[config.mk]
export PLATFORM = sky130hd
export DESIGN_NAME = wake_stab_ctrl
export DESIGN_NICKNAME = d
export VERILOG_FILES = /design/src/rtl/wake_pkg.sv /design/src/rtl/wake_rst_sync.sv /design/src/rtl/wake_fsm.sv /design/src/rtl/wake_cascade.sv /design/src/rtl/wake_stab_ctrl.sv
export SDC_FILE = /design/constraint.sdc
export NUM_CORES = 1
export LEC_CHECK = 0
export ABC_AREA = 0
export ABC_CLOCK_PERIOD_IN_PS = 1150
export BUFFER_PORTS_ARGS = -buffer_cell sky130_fd_sc_hd__clkbuf_2
export CAP_MARGIN = 0
export CORE_UTILIZATION = 46
export DETAILED_ROUTE_END_ITERATION = 6
export PLACE_DENSITY = 0.74
export SETUP_SLACK_MARGIN = 0.05
export SLEW_MARGIN = 0
export SYNTH_ARGS = -nofsm -noshare
export SYNTH_HDL_FRONTEND = slang
export SYNTH_HIERARCHICAL = 1
export SYNTH_SLANG_ARGS = --single-unit
[constraint.sdc]
create_clock -name clk_i -period 1.15 [get_ports clk_i]
set_input_delay 0.1725 -clock clk_i [delete_from_list [all_inputs] [get_ports clk_i]]
set_output_delay 0.1725 -clock clk_i [all_outputs]
set_load 0.05 [all_outputs]
[src/rtl/wake_pkg.sv]
package wake_pkg;
  typedef enum logic [1:0] {
    ST_RUN    = 2'd0,
    ST_STOP   = 2'd1,
    ST_SETTLE = 2'd2
  } wake_state_e;

  localparam logic [1:0] SEL_PRE  = 2'd0;
  localparam logic [1:0] SEL_TMR  = 2'd1;
  localparam logic [1:0] SEL_CTRL = 2'd2;
endpackage

[src/rtl/wake_rst_sync.sv]
module wake_rst_sync #(
  parameter int STAGES = 2
) (
  input  logic clk_i,
  input  logic rst_ni,
  output logic rst_sync_no
);
  logic [STAGES-1:0] sync_q;

  always_ff @(posedge clk_i or negedge rst_ni) begin
    if (!rst_ni) sync_q <= '0;
    else         sync_q <= {sync_q[STAGES-2:0], 1'b1};
  end

  assign rst_sync_no = sync_q[STAGES-1];
endmodule

[src/rtl/wake_fsm.sv]
module wake_fsm
  import wake_pkg::*;
(
  input  logic clk_i,
  input  logic rst_ni,
  input  logic stop_req_i,
  input  logic wake_irq_i,
  input  logic uflow_i,
  output logic run_o,
  output logic load_o,
  output logic count_en_o,
  output logic osc_en_o,
  output logic cpu_clk_en_o
);
  wake_state_e state_q, state_d;

  always_comb begin
    state_d = state_q;
    unique case (state_q)
      ST_RUN:    if (stop_req_i) state_d = ST_STOP;
      ST_STOP:   if (wake_irq_i) state_d = ST_SETTLE;
      ST_SETTLE: if (uflow_i)    state_d = ST_RUN;
      default:   state_d = ST_RUN;
    endcase
  end

  always_ff @(posedge clk_i or negedge rst_ni) begin
    if (!rst_ni) state_q <= ST_RUN;
    else         state_q <= state_d;
  end

  assign run_o        = (state_q == ST_RUN);
  assign load_o       = (state_q == ST_STOP) && wake_irq_i;
  assign count_en_o   = (state_q == ST_SETTLE);
  assign osc_en_o     = (state_q != ST_STOP);
  assign cpu_clk_en_o = (state_q == ST_RUN);

  // stop while running halts oscillator
  p_stop_halts_r2: assert property (@(posedge clk_i) disable iff (!rst_ni)
    (state_q == ST_RUN) && stop_req_i |=> !osc_en_o && !cpu_clk_en_o);
  // only wake leaves STOPPED
  p_stop_holds_r3: assert property (@(posedge clk_i) disable iff (!rst_ni)
    (state_q == ST_STOP) && !wake_irq_i |=> (state_q == ST_STOP));
  // wake ignored while running
  p_wake_ignored_r7: assert property (@(posedge clk_i) disable iff (!rst_ni)
    (state_q == ST_RUN) && !stop_req_i |=> (state_q == ST_RUN));
  // stop ignored while settling
  p_settle_stop_r7: assert property (@(posedge clk_i) disable iff (!rst_ni)
    (state_q == ST_SETTLE) && !uflow_i |=> (state_q == ST_SETTLE));
endmodule

[src/rtl/wake_cascade.sv]
module wake_cascade
  import wake_pkg::*;
#(
  parameter int          CNT_W    = 8,
  parameter logic [CNT_W-1:0] PRE_AUTO = 8'hFF,
  parameter logic [CNT_W-1:0] TMR_AUTO = 8'h01
) (
  input  logic             clk_i,
  input  logic             rst_ni,
  input  logic             wr_ok_i,
  input  logic [1:0]       wr_sel_i,
  input  logic [CNT_W-1:0] wr_data_i,
  input  logic             load_i,
  input  logic             count_en_i,
  output logic             uflow_o
);
  localparam logic [CNT_W-1:0] ZERO = '0;
  localparam logic [CNT_W-1:0] ONE  = {{(CNT_W-1){1'b0}}, 1'b1};

  logic [CNT_W-1:0] pre_cnt_q, pre_cnt_d, pre_rld_q, pre_rld_d;
  logic [CNT_W-1:0] tmr_cnt_q, tmr_cnt_d, tmr_rld_q, tmr_rld_d;
  logic             inhibit_q, inhibit_d;
  logic             pre_zero, tmr_zero;

  assign pre_zero = (pre_cnt_q == ZERO);
  assign tmr_zero = (tmr_cnt_q == ZERO);
  assign uflow_o  = count_en_i && pre_zero && tmr_zero;

  always_comb begin
    pre_cnt_d = pre_cnt_q;
    pre_rld_d = pre_rld_q;
    tmr_cnt_d = tmr_cnt_q;
    tmr_rld_d = tmr_rld_q;
    inhibit_d = inhibit_q;
    if (wr_ok_i) begin
      unique case (wr_sel_i)
        SEL_PRE:  begin pre_cnt_d = wr_data_i; pre_rld_d = wr_data_i; end
        SEL_TMR:  begin tmr_cnt_d = wr_data_i; tmr_rld_d = wr_data_i; end
        SEL_CTRL: inhibit_d = wr_data_i[0];
        default:  ;
      endcase
    end else if (load_i && !inhibit_q) begin
      pre_cnt_d = PRE_AUTO;
      pre_rld_d = PRE_AUTO;
      tmr_cnt_d = TMR_AUTO;
      tmr_rld_d = TMR_AUTO;
    end else if (count_en_i) begin
      if (pre_zero) begin
        pre_cnt_d = pre_rld_q;
        tmr_cnt_d = tmr_zero ? tmr_rld_q : (tmr_cnt_q - ONE);
      end else begin
        pre_cnt_d = pre_cnt_q - ONE;
      end
    end
  end

  always_ff @(posedge clk_i or negedge rst_ni) begin
    if (!rst_ni) begin
      pre_cnt_q <= PRE_AUTO;
      pre_rld_q <= PRE_AUTO;
      tmr_cnt_q <= TMR_AUTO;
      tmr_rld_q <= TMR_AUTO;
      inhibit_q <= 1'b0;
    end else begin
      pre_cnt_q <= pre_cnt_d;
      pre_rld_q <= pre_rld_d;
      tmr_cnt_q <= tmr_cnt_d;
      tmr_rld_q <= tmr_rld_d;
      inhibit_q <= inhibit_d;
    end
  end

  // fixed values loaded on wake
  p_autoload_r4: assert property (@(posedge clk_i) disable iff (!rst_ni)
    load_i && !inhibit_q && !wr_ok_i |=> (tmr_cnt_q == TMR_AUTO) && (pre_cnt_q == PRE_AUTO));
  // inhibited wake keeps counters
  p_hold_r5: assert property (@(posedge clk_i) disable iff (!rst_ni)
    load_i && inhibit_q && !wr_ok_i |=> $stable(tmr_cnt_q) && $stable(pre_cnt_q));
  // prescaler step from zero reloads
  p_pre_reload_r6: assert property (@(posedge clk_i) disable iff (!rst_ni)
    count_en_i && pre_zero |=> (pre_cnt_q == $past(pre_rld_q)));
  // counters untouched while stopped without wake
  p_no_write_r8: assert property (@(posedge clk_i) disable iff (!rst_ni)
    !wr_ok_i && !load_i && !count_en_i |=> $stable(tmr_cnt_q) && $stable(pre_cnt_q) && $stable(inhibit_q));
endmodule

[src/rtl/wake_stab_ctrl.sv]
module wake_stab_ctrl
  import wake_pkg::*;
#(
  parameter int CNT_W = 8
) (
  input  logic             clk_i,
  input  logic             rst_ni,
  input  logic             stop_req_i,
  input  logic             wake_irq_i,
  input  logic             wr_en_i,
  input  logic [1:0]       wr_sel_i,
  input  logic [CNT_W-1:0] wr_data_i,
  output logic             osc_en_o,
  output logic             cpu_clk_en_o
);
  logic rst_n_s, run, load, count_en, uflow;

  wake_rst_sync #(.STAGES(2)) u_rst (
    .clk_i       (clk_i),
    .rst_ni      (rst_ni),
    .rst_sync_no (rst_n_s)
  );

  wake_fsm u_fsm (
    .clk_i        (clk_i),
    .rst_ni       (rst_n_s),
    .stop_req_i   (stop_req_i),
    .wake_irq_i   (wake_irq_i),
    .uflow_i      (uflow),
    .run_o        (run),
    .load_o       (load),
    .count_en_o   (count_en),
    .osc_en_o     (osc_en_o),
    .cpu_clk_en_o (cpu_clk_en_o)
  );

  wake_cascade #(.CNT_W(CNT_W)) u_casc (
    .clk_i      (clk_i),
    .rst_ni     (rst_n_s),
    .wr_ok_i    (wr_en_i && run),
    .wr_sel_i   (wr_sel_i),
    .wr_data_i  (wr_data_i),
    .load_i     (load),
    .count_en_i (count_en),
    .uflow_o    (uflow)
  );

  // CPU clock returns only after a timer underflow
  p_release_on_uflow_r6: assert property (@(posedge clk_i) disable iff (!rst_n_s)
    $rose(cpu_clk_en_o) |-> $past(uflow));
  // reset state
  p_reset_run_r1: assert property (@(posedge clk_i)
    !rst_n_s |-> osc_en_o && cpu_clk_en_o);
endmodule

; After elaboration in Yosys (flattened, before gate mapping)
; Cells that the tools add are included.
[totals]
regBits = 37
latch_bits = 0
ram_bits = 0
mem_bits_ro = 0
in_bits = 15
output_inout_bits = 2
memories = 0
[classes]
addsub = 2
n_mul = 0
div = 0
order_cmp = 0
n_eq_ne = 10
shift = 0
muxes = 19
bitwise_logic = 0
reduce_logical = 19
[op_table]
columns = operator, n
row1 = $mux 8, 15
row2 = $logic_not 8->1, 2
row3 = $sub 8x1->8 const B, 2
row4 = $ne 2x2->1 const B, 5
row5 = $reduce_and 2->1, 4
row6 = $mux 2, 3
row7 = $pmux 2 s3, 1
row8 = $reduce_and 3->1, 2
row9 = $reduce_bool 3->1, 2
row10 = $logic_and 1x1->1, 5
row11 = $eq 2x1->1 const B, 2
row12 = $eq 2x2->1 const B, 2
row13 = $logic_not 2->1, 2
row14 = $ne 2x1->1 const B, 1
row15 = $reduce_bool 2->1, 1
row16 = $logic_not 1->1, 1

; Depth between registers and ports, before layout
; Gate-level depths: netlist (run 1).
[logic_depth]
word_depth = 6
mapped_depth = 9
depth_no_buf = 7

; By module
; The synthesis (run 1) kept the hierarchy.
[by_module_without_submodules]
columns = module, n_inst, cells_per_inst, area_per_inst_um2, seq_area_each_um2
row1 = wake_cascade, 1, 242, 2065.7, 848.3
row2 = wake_fsm, 1, 13, 121.4, 50.0
row3 = wake_rst_sync, 1, 3, 53.8, 50.0
row4 = wake_stab_ctrl, 1, 1, 6.3, 0.0

; Least setup slack after synthesis (run 1)
; OpenSTA, ideal clock, no wires.
[synth_path]
path_type = register to register
startpoint = reg u_fsm.state_q[0]
endpoint = reg u_casc.pre_cnt_q[0]
setup_time_ns = 0.077
t_arrival_ns = 2.489
required_ns = 1.073
slack_ns = -1.417
path_stages_with_launch = 9
path_buffers = 2
cell_sequence = dfrtp_1 > nor2_1 > buf_4 > and2_1 > buf_1 > nand2_1 > o21ai_1 > a22oi_1 > a31oi_1
[synth_via]
elab_cells_between_ends = 11
[synth_lines]
columns = element, line_no
row1 = start: declaration, wake_fsm.sv:15  ; wake_state_e state_q, state_d;
row2 = start signal: assignment, wake_fsm.sv:29  ; else state_q <= state_d;
row3 = $logic_not 2->1 (*), --
row4 = named net cpu_clk_en_o, wake_stab_ctrl.sv:14  ; output logic cpu_clk_en_o
row5 = $logic_and 1x1->1 (*), wake_stab_ctrl.sv:40  ; .wr_ok_i (wr_en_i && run),
row6 = $ne 2x2->1 (no line) / $reduce_bool 3->1 (equally long branches), --
row7 = $reduce_and 2->1 (no line), --
row8 = end signal: assignment, wake_cascade.sv:65  ; pre_cnt_q <= pre_cnt_d;
row9 = end: declaration, wake_cascade.sv:20  ; logic [CNT_W-1:0] pre_cnt_q, pre_cnt_d, pre_rld_q, pre_rld_d;
; Mark *: on every way through the listed nets, which the timed path passes. The rest lies on a longest branch.
; A chain may end at the register's enable or synchronous reset.

; Worst setup path in the final report (run 1)
[layout_path]
startpoint = reg u_casc.tmr_cnt_q[4]
endpoint = reg u_casc.tmr_cnt_q[2]
[layout_via]
elab_chain_len = 6
[layout_lines]
columns = element, line_no
row1 = start: declaration, wake_cascade.sv:21  ; logic [CNT_W-1:0] tmr_cnt_q, tmr_cnt_d, tmr_rld_q, tmr_rld_d;
row2 = start signal: assignment, wake_cascade.sv:67  ; tmr_cnt_q <= tmr_cnt_d;
row3 = $logic_not 8->1, wake_cascade.sv:26  ; assign tmr_zero = (tmr_cnt_q == ZERO);
row4 = $mux 8, wake_cascade.sv:50  ; tmr_cnt_d = tmr_zero ? tmr_rld_q : (tmr_cnt_q - ONE);
row5 = $mux 8, wake_cascade.sv:48  ; if (pre_zero) begin
row6 = $mux 8, wake_cascade.sv:47  ; end else if (count_en_i) begin
row7 = $mux 8, wake_cascade.sv:42  ; end else if (load_i && !inhibit_q) begin
row8 = $mux 8, wake_cascade.sv:35  ; if (wr_ok_i) begin
; Every way passes these cells. The select of a mux whose other input is x is not followed.

==> results.toml, run 1 <==
[placed_design]
pre_cts_ws_ns = -0.948
gp_congestion = 0.849
hpwl_um = 4400
numPortBuffers = 16

[critical_path]
max_stage_delay_ns = 0.55
cp_data_arrival_time_ns = 2.19
startpoint_type = "flip-flop"
required_ns = 1.36
crit_chain = "or4_4 > or3b_4 > buf_6 > nand2_2 > o211ai_1 > a31oi_1"
critical_path.slowest_cell = "or4_4"
critPathCaptureType = "flip-flop"
cp_max_fo = 5
worstSetupPathType = "flip-flop to flip-flop"

[finish]
nets = 392
n_antenna_cell = 0
finalCoreUtilization = 0.805
drive_above_1_share = 0.591
fillers = 248
layout_common_cells = "66 x buf_4, 38 x nand2_1, 33 x buf_6, 18 x dfstp_2, 17 x dfrtp_1"
syn2layout_area_growth_pct = 69.2
final_common_cell = "buf_4"

[logic_synthesis]
synth_edf_count = 0
yosys_warnings = 6
syn_inst = 259
syn_area_um2 = 2250
synth.distinct_cells = 55
synth_flop_cell = "dfrtp_1"
synthArstFlopShare = 1.00
ys_seq_elements = 37
synth_nets = 278
seq_area_frac_synth = 0.422
syn_avg_cell_area_um2 = 8.68

[sta]
rsz0062_at_grt = "yes"
worst_slack_ns = -0.826
setup_viol = 36
clock_skew_ns = 0.00910
post-route-period-util = 1.72
clock.fmax_ghz = 0.506
hold_slack_ns = 0.110
fin_tns_setup_ns = -17.26
final_hold_viol_count = 0
timing.final.max_slew_violations = 0
layout_min_cycle_time_ns = 1.98

[global_routing]
grt.overflow.total = 0
grt_pass1_wl_um = 12400
grt_max_degree = 36
antenna_found_initial = 0
grtUsageTotal = 0.315
grt_pass1_vias = 2485

[die]
dieArea_um2 = 5170
io_pins = 17
initial_core_util = 0.476
num_rows = 25
die_x_um = 71.9
core_um2 = 4720
die_h_um = 71.9

[power]
p_leak_nw = 1.69
peakVddDrop_mv = 1.42
pwr_density_cell_nw_per_um2 = 2910

[cts]
clk_pin_slew_ns = 0.08
worstSkewPairLatency_ns = 0.30
htreeDepth = 2
cts_tree = "done"
cts_sinks = 37
cts_buffers = 5
clockRootBuffer = "clkbuf_8"
cts_buffer_depth = 2

[routing]
drt-wirelength-per-cell_um = 19.4
drt_iter0_drc = 254
vias = 2638
dr.pass1.iters = 5
via_per_inst = 5.98
postRouteAntennaNets = 0
remaining_drc_errors = 0
drt_wl_total_um = 8560

[run_status]
failed_checks = "setup timing"
status = "finished with violations"

[worst_hold_path]
worstHoldPathType = "primary input to flip-flop"

[run]
cap_violations = 0
## metal layers
layer	wire length [um]	GRT usage	vias to the layer above
met1	3420	0.399	1304
met4	244	0.113	0
met2	4310	0.544	148
li1	-	-	1151
met5	0	0	-
met3	590	0.0542	35
## synthesized netlist by cell type, types with 4 or more instances
library cell  number  area share
clkbuf_1           8       0.013
a31oi_1           15       0.042
nor2_1            24       0.040
nand2_1           46       0.077
ha_1               4       0.022
a22o_1             4       0.016
nor3_1             4      0.0089
a21oi_1           11       0.024
o21ai_1            6       0.013
or3_1              4       0.011
dfstp_2           18        0.21
inv_1              9       0.015
mux2i_1           11       0.049
o21ai_0           11       0.024
nand2b_1           5       0.014
buf_2              4      0.0089
dfrtp_1           19        0.21
o211ai_1           7       0.023
## worst paths after layout
| check | from | endpoint | slack, ns | depth (start not counted) |
|---|---|---|---|---|
| worst min-delay path | stop_req_i | u_fsm/state_q[0] | 0.11 | 3 |
| worst min register to register | u_rst/sync_q[1] | u_casc/tmr_rld_q[2] | 0.23 | 1 |
| max in group asynchronous | u_rst/sync_q[1] | u_casc/pre_cnt_q[7] | 0.65 | 1 |
| min in group asynchronous | rst_ni | u_rst/sync_q[1] | 0.19 | 2 |
| worst max register to register | u_casc/tmr_cnt_q[4] | u_casc/tmr_cnt_q[2] | -0.83 | 6 |
| worst max-delay path | u_casc/tmr_cnt_q[4] | u_casc/tmr_cnt_q[2] | -0.83 | 6 |
## registers in the layout, summed over array words and instances, names as in the netlist
signal / count
u_casc/pre_rld_q: 8
u_fsm/state_q: 2
u_casc/inhibit_q: 1
u_rst/sync_q: 2
u_casc/pre_cnt_q: 8
u_casc/tmr_cnt_q: 8
u_casc/tmr_rld_q: 8
## cells by family after synthesis
kind of cell | after synthesis | synth area share
compound gates | 71 | 0.209
xor+xnor | 4 | 0.0156
fa+ha+maj | 4 | 0.0223
buf+inv | 24 | 0.0473
flops | 37 | 0.422
mux | 13 | 0.0590
other cells | 1 | 0.00167
simple gates | 105 | 0.223
## power by group
| part | leakage, nW | internal (mW) | switching [mW] | total (mW) |
|---|---|---|---|---|
| clock network | 0.0585 | 0.707 | 0.490 | 1.20 |
| logic | 1.21 | 3.76 | 3.34 | 7.09 |
| registers | 0.420 | 2.10 | 0.668 | 2.77 |
| total | 1.69 | 6.57 | 4.49 | 11.1 |
## metrics by stage
step	power (mW)	std cells	cell area, um^2
after global placement	7.08	396	2950
after detailed placement	7.23	396	2950
after CTS	9.75	431	3540
final	11.1	441	3800
after floorplan	5.46	259	2390
after global routing	11.6	441	3800
## critical path, delay by kind of cell, from the launching register on
family | cells | cell delay [ns]
and+or+nand+nor | 3 | 1.04
AOI/OAI and AO/OA | 2 | 0.29
buffers and inverters | 1 | 0.15
DFF | 1 | 0.39
## timing repair
item	in CTS	in global routing
hold endpoints to repair	2	0
cloned	4	0
setup endpoints to repair	36	36
gates resized for setup	75	51
pin swaps	32	23
hold buffers	1	0
setup buffers	22	15
## area by class of cell
type | count | area, um^2 | area share
multi-input cells | 200 | 1560 | 0.411
flip-flops and latches | 37 | 951 | 0.250
clock buffers | 7 | 86.3 | 0.0227
clock inverters | 1 | 30.0 | 0.00790
repair buffers | 120 | 1040 | 0.274
well taps | 67 | 83.8 | 0.0220
inverters | 9 | 46.3 | 0.0122
(Power assumes the default switching activity.)
==> run 2, diff against run 1 <==
--- a/config.mk
+++ b/config.mk
@@ -20 +20,2 @@
 export SYNTH_SLANG_ARGS = --single-unit
+export TNS_END_PERCENT = 50
==> constraint.sdc (replaced) <==
create_clock -name clk_i -period 1.15 [get_ports clk_i]
set_input_delay 0.23 -clock clk_i [delete_from_list [all_inputs] [get_ports clk_i]]
set_output_delay 0.23 -clock clk_i [all_outputs]
set_load 0.05 [all_outputs]
==> run 2 against run 1 <==
Non-clock buffer count down 25. Largest power group unchanged. Critical path type unchanged. The run still ends with setup timing left. Combinational power down 17%. Die area unchanged.
==> results.toml, run 2 (synthesized netlist as in run 1, its figures left out) <==
[finish]
fillers = 331
layout_common_cells = "57 x buf_4, 42 x nand2_1, 18 x buf_6, 18 x dfstp_2, 17 x dfrtp_1"
finalCoreUtilization = 0.731
final_common_cell = "buf_4"
nets = 365
syn2layout_area_growth_pct = 53.6
seqCellArea_um2 = 951
n_antenna_cell = 0
drive_above_1_share = 0.507
multi_input_area_um2 = 1440

[die]
num_rows = 25
die_x_um = 71.9
die_h_um = 71.9
dieArea_um2 = 5170
io_pins = 17
initial_core_util = 0.476
core_um2 = 4720

[global_routing]
top_usage_layer = "met2"
grt_max_degree = 36
grt_pass1_wl_um = 11400
antenna_found_initial = 0
grtUsageTotal = 0.289
met2_usage = 0.499
grt.overflow.total = 0
use_met1 = 0.360
grt_pass1_vias = 2388
grt_use_met3 = 0.0431

[sta]
clock.fmax_ghz = 0.509
post-route-period-util = 1.71
clock_skew_ns = 0.00773
layout_min_cycle_time_ns = 1.96
worst_slack_ns = -0.814
rsz0062_at_grt = "yes"
timing.final.max_slew_violations = 0
final_hold_viol_count = 0
setup_viol = 36
hold_slack_ns = 0.181

[placed_design]
hpwl_um = 4620
numPortBuffers = 16
gp_congestion = 0.864
pre_cts_ws_ns = -0.886

[power]
seq_power_share = 0.269
switching_share = 0.396
pwr-share-comb = 0.595
p_sw_mw = 3.93
p_leak_nw = 1.52
p_int_mw = 6.00
clkPwrFrac = 0.136
pwr_density_cell_nw_per_um2 = 2880
peakVddDrop_mv = 1.31

[critical_path]
crit_path_end = "u_casc/tmr_cnt_q[3]"
worstRegToRegCells = 5
reg2reg_slack_ns = -0.81
worstSetupPathType = "flip-flop to flip-flop"
cp_max_fo = 8
cp-startpoint = "u_casc/tmr_cnt_q[3]"
critPathCaptureType = "flip-flop"
startpoint_type = "flip-flop"
r2r_end = "u_casc/tmr_cnt_q[3]"
cp_data_arrival_time_ns = 2.15
required_ns = 1.34
regToRegStartpoint = "u_casc/tmr_cnt_q[3]"

[cts]
cts_tree = "done"
worstSkewPairLatency_ns = 0.29
htreeDepth = 2
cts_buffers = 5
cts_sinks = 37
clockRootBuffer = "clkbuf_8"
clk_pin_slew_ns = 0.08
cts_buffer_depth = 2

[run_status]
failed_checks = "setup timing"
status = "finished with violations"

[routing]
remaining_drc_errors = 0
vias = 2354
postRouteAntennaNets = 0
drt_wl_total_um = 7200
drt-wirelength-per-cell_um = 17.4
dr.pass1.iters = 4
drt_iter0_drc = 188
via_per_inst = 5.69

[worst_hold_path]
worstHoldPathType = "primary input to flip-flop"

[run]
cap_violations = 0
-- run 2: layout make-up --
cell class / count / share of cell area
Multi-Input combinational cell: 198 / 0.418
Timing Repair Buffer: 95 / 0.232
Clock inverter: 3 / 0.0188
Tap cell: 67 / 0.0243
Clock buffer: 5 / 0.0199
Sequential cell: 37 / 0.275
Inverter: 9 / 0.0112
-- run 2: metal layers --
metal	wire length, um	up-vias
met5	0	-
met3	337	16
met4	176	0
li1	-	1092
met2	3760	94
met1	2930	1152
-- run 2: repair_timing --
item | CTS | global route
gates cloned | 0 | 0
endpoints found under the hold margin | 2 | 0
resized for setup | 52 | 35
hold buffers | 1 | 0
setup endpoints to repair | 36 | 36
setup buffers | 3 | 6
pin swaps | 20 | 22
-- run 2: how the worst min path moves through the flow --
stage                       end  slack, ns  startpoint  cells past startpoint
2_1_floorplan   u_rst/sync_q[0]      -0.07      rst_ni                      0
3_3_place_gp    u_rst/sync_q[1]       0.02      rst_ni                      1
3_5_place_dp    u_rst/sync_q[1]       0.02      rst_ni                      1
4_1_cts        u_fsm/state_q[0]       0.17  stop_req_i                      3
5_1_grt        u_fsm/state_q[0]       0.18  stop_req_i                      3
6_report       u_fsm/state_q[0]       0.18  stop_req_i                      3
-- run 2: power by group through the flow --
stage	logic [mW]	registers (mW)	clock network (mW)
4_1_cts	5.34	2.62	1.37
3_3_place_gp	4.55	2.56	0
5_1_grt	6.32	2.73	1.42
6_report	5.91	2.67	1.35
3_5_place_dp	4.73	2.58	0
2_1_floorplan	2.73	2.59	0
-- run 2: through the flow --
stage                     total power, mW  instances  setup TNS [ns]  instance area, um^2
after global routing                 10.5        414          -18.11                 3450
after global placement               7.11        397          -18.70                 2950
after detailed placement             7.30        397          -19.74                 2950
final                                9.93        414          -15.92                 3450
after CTS                            9.33        409          -14.97                 3310
after floorplan                      5.32        259          -19.46                 2350
-- run 2: worst max-delay path, cell delays in order (launching register included) --
cell and delay (ns):
dfrtp_1 0.39, or4_4 0.53, or3b_4 0.48, mux2i_1 0.20, o21ai_1 0.08, a22o_1 0.18
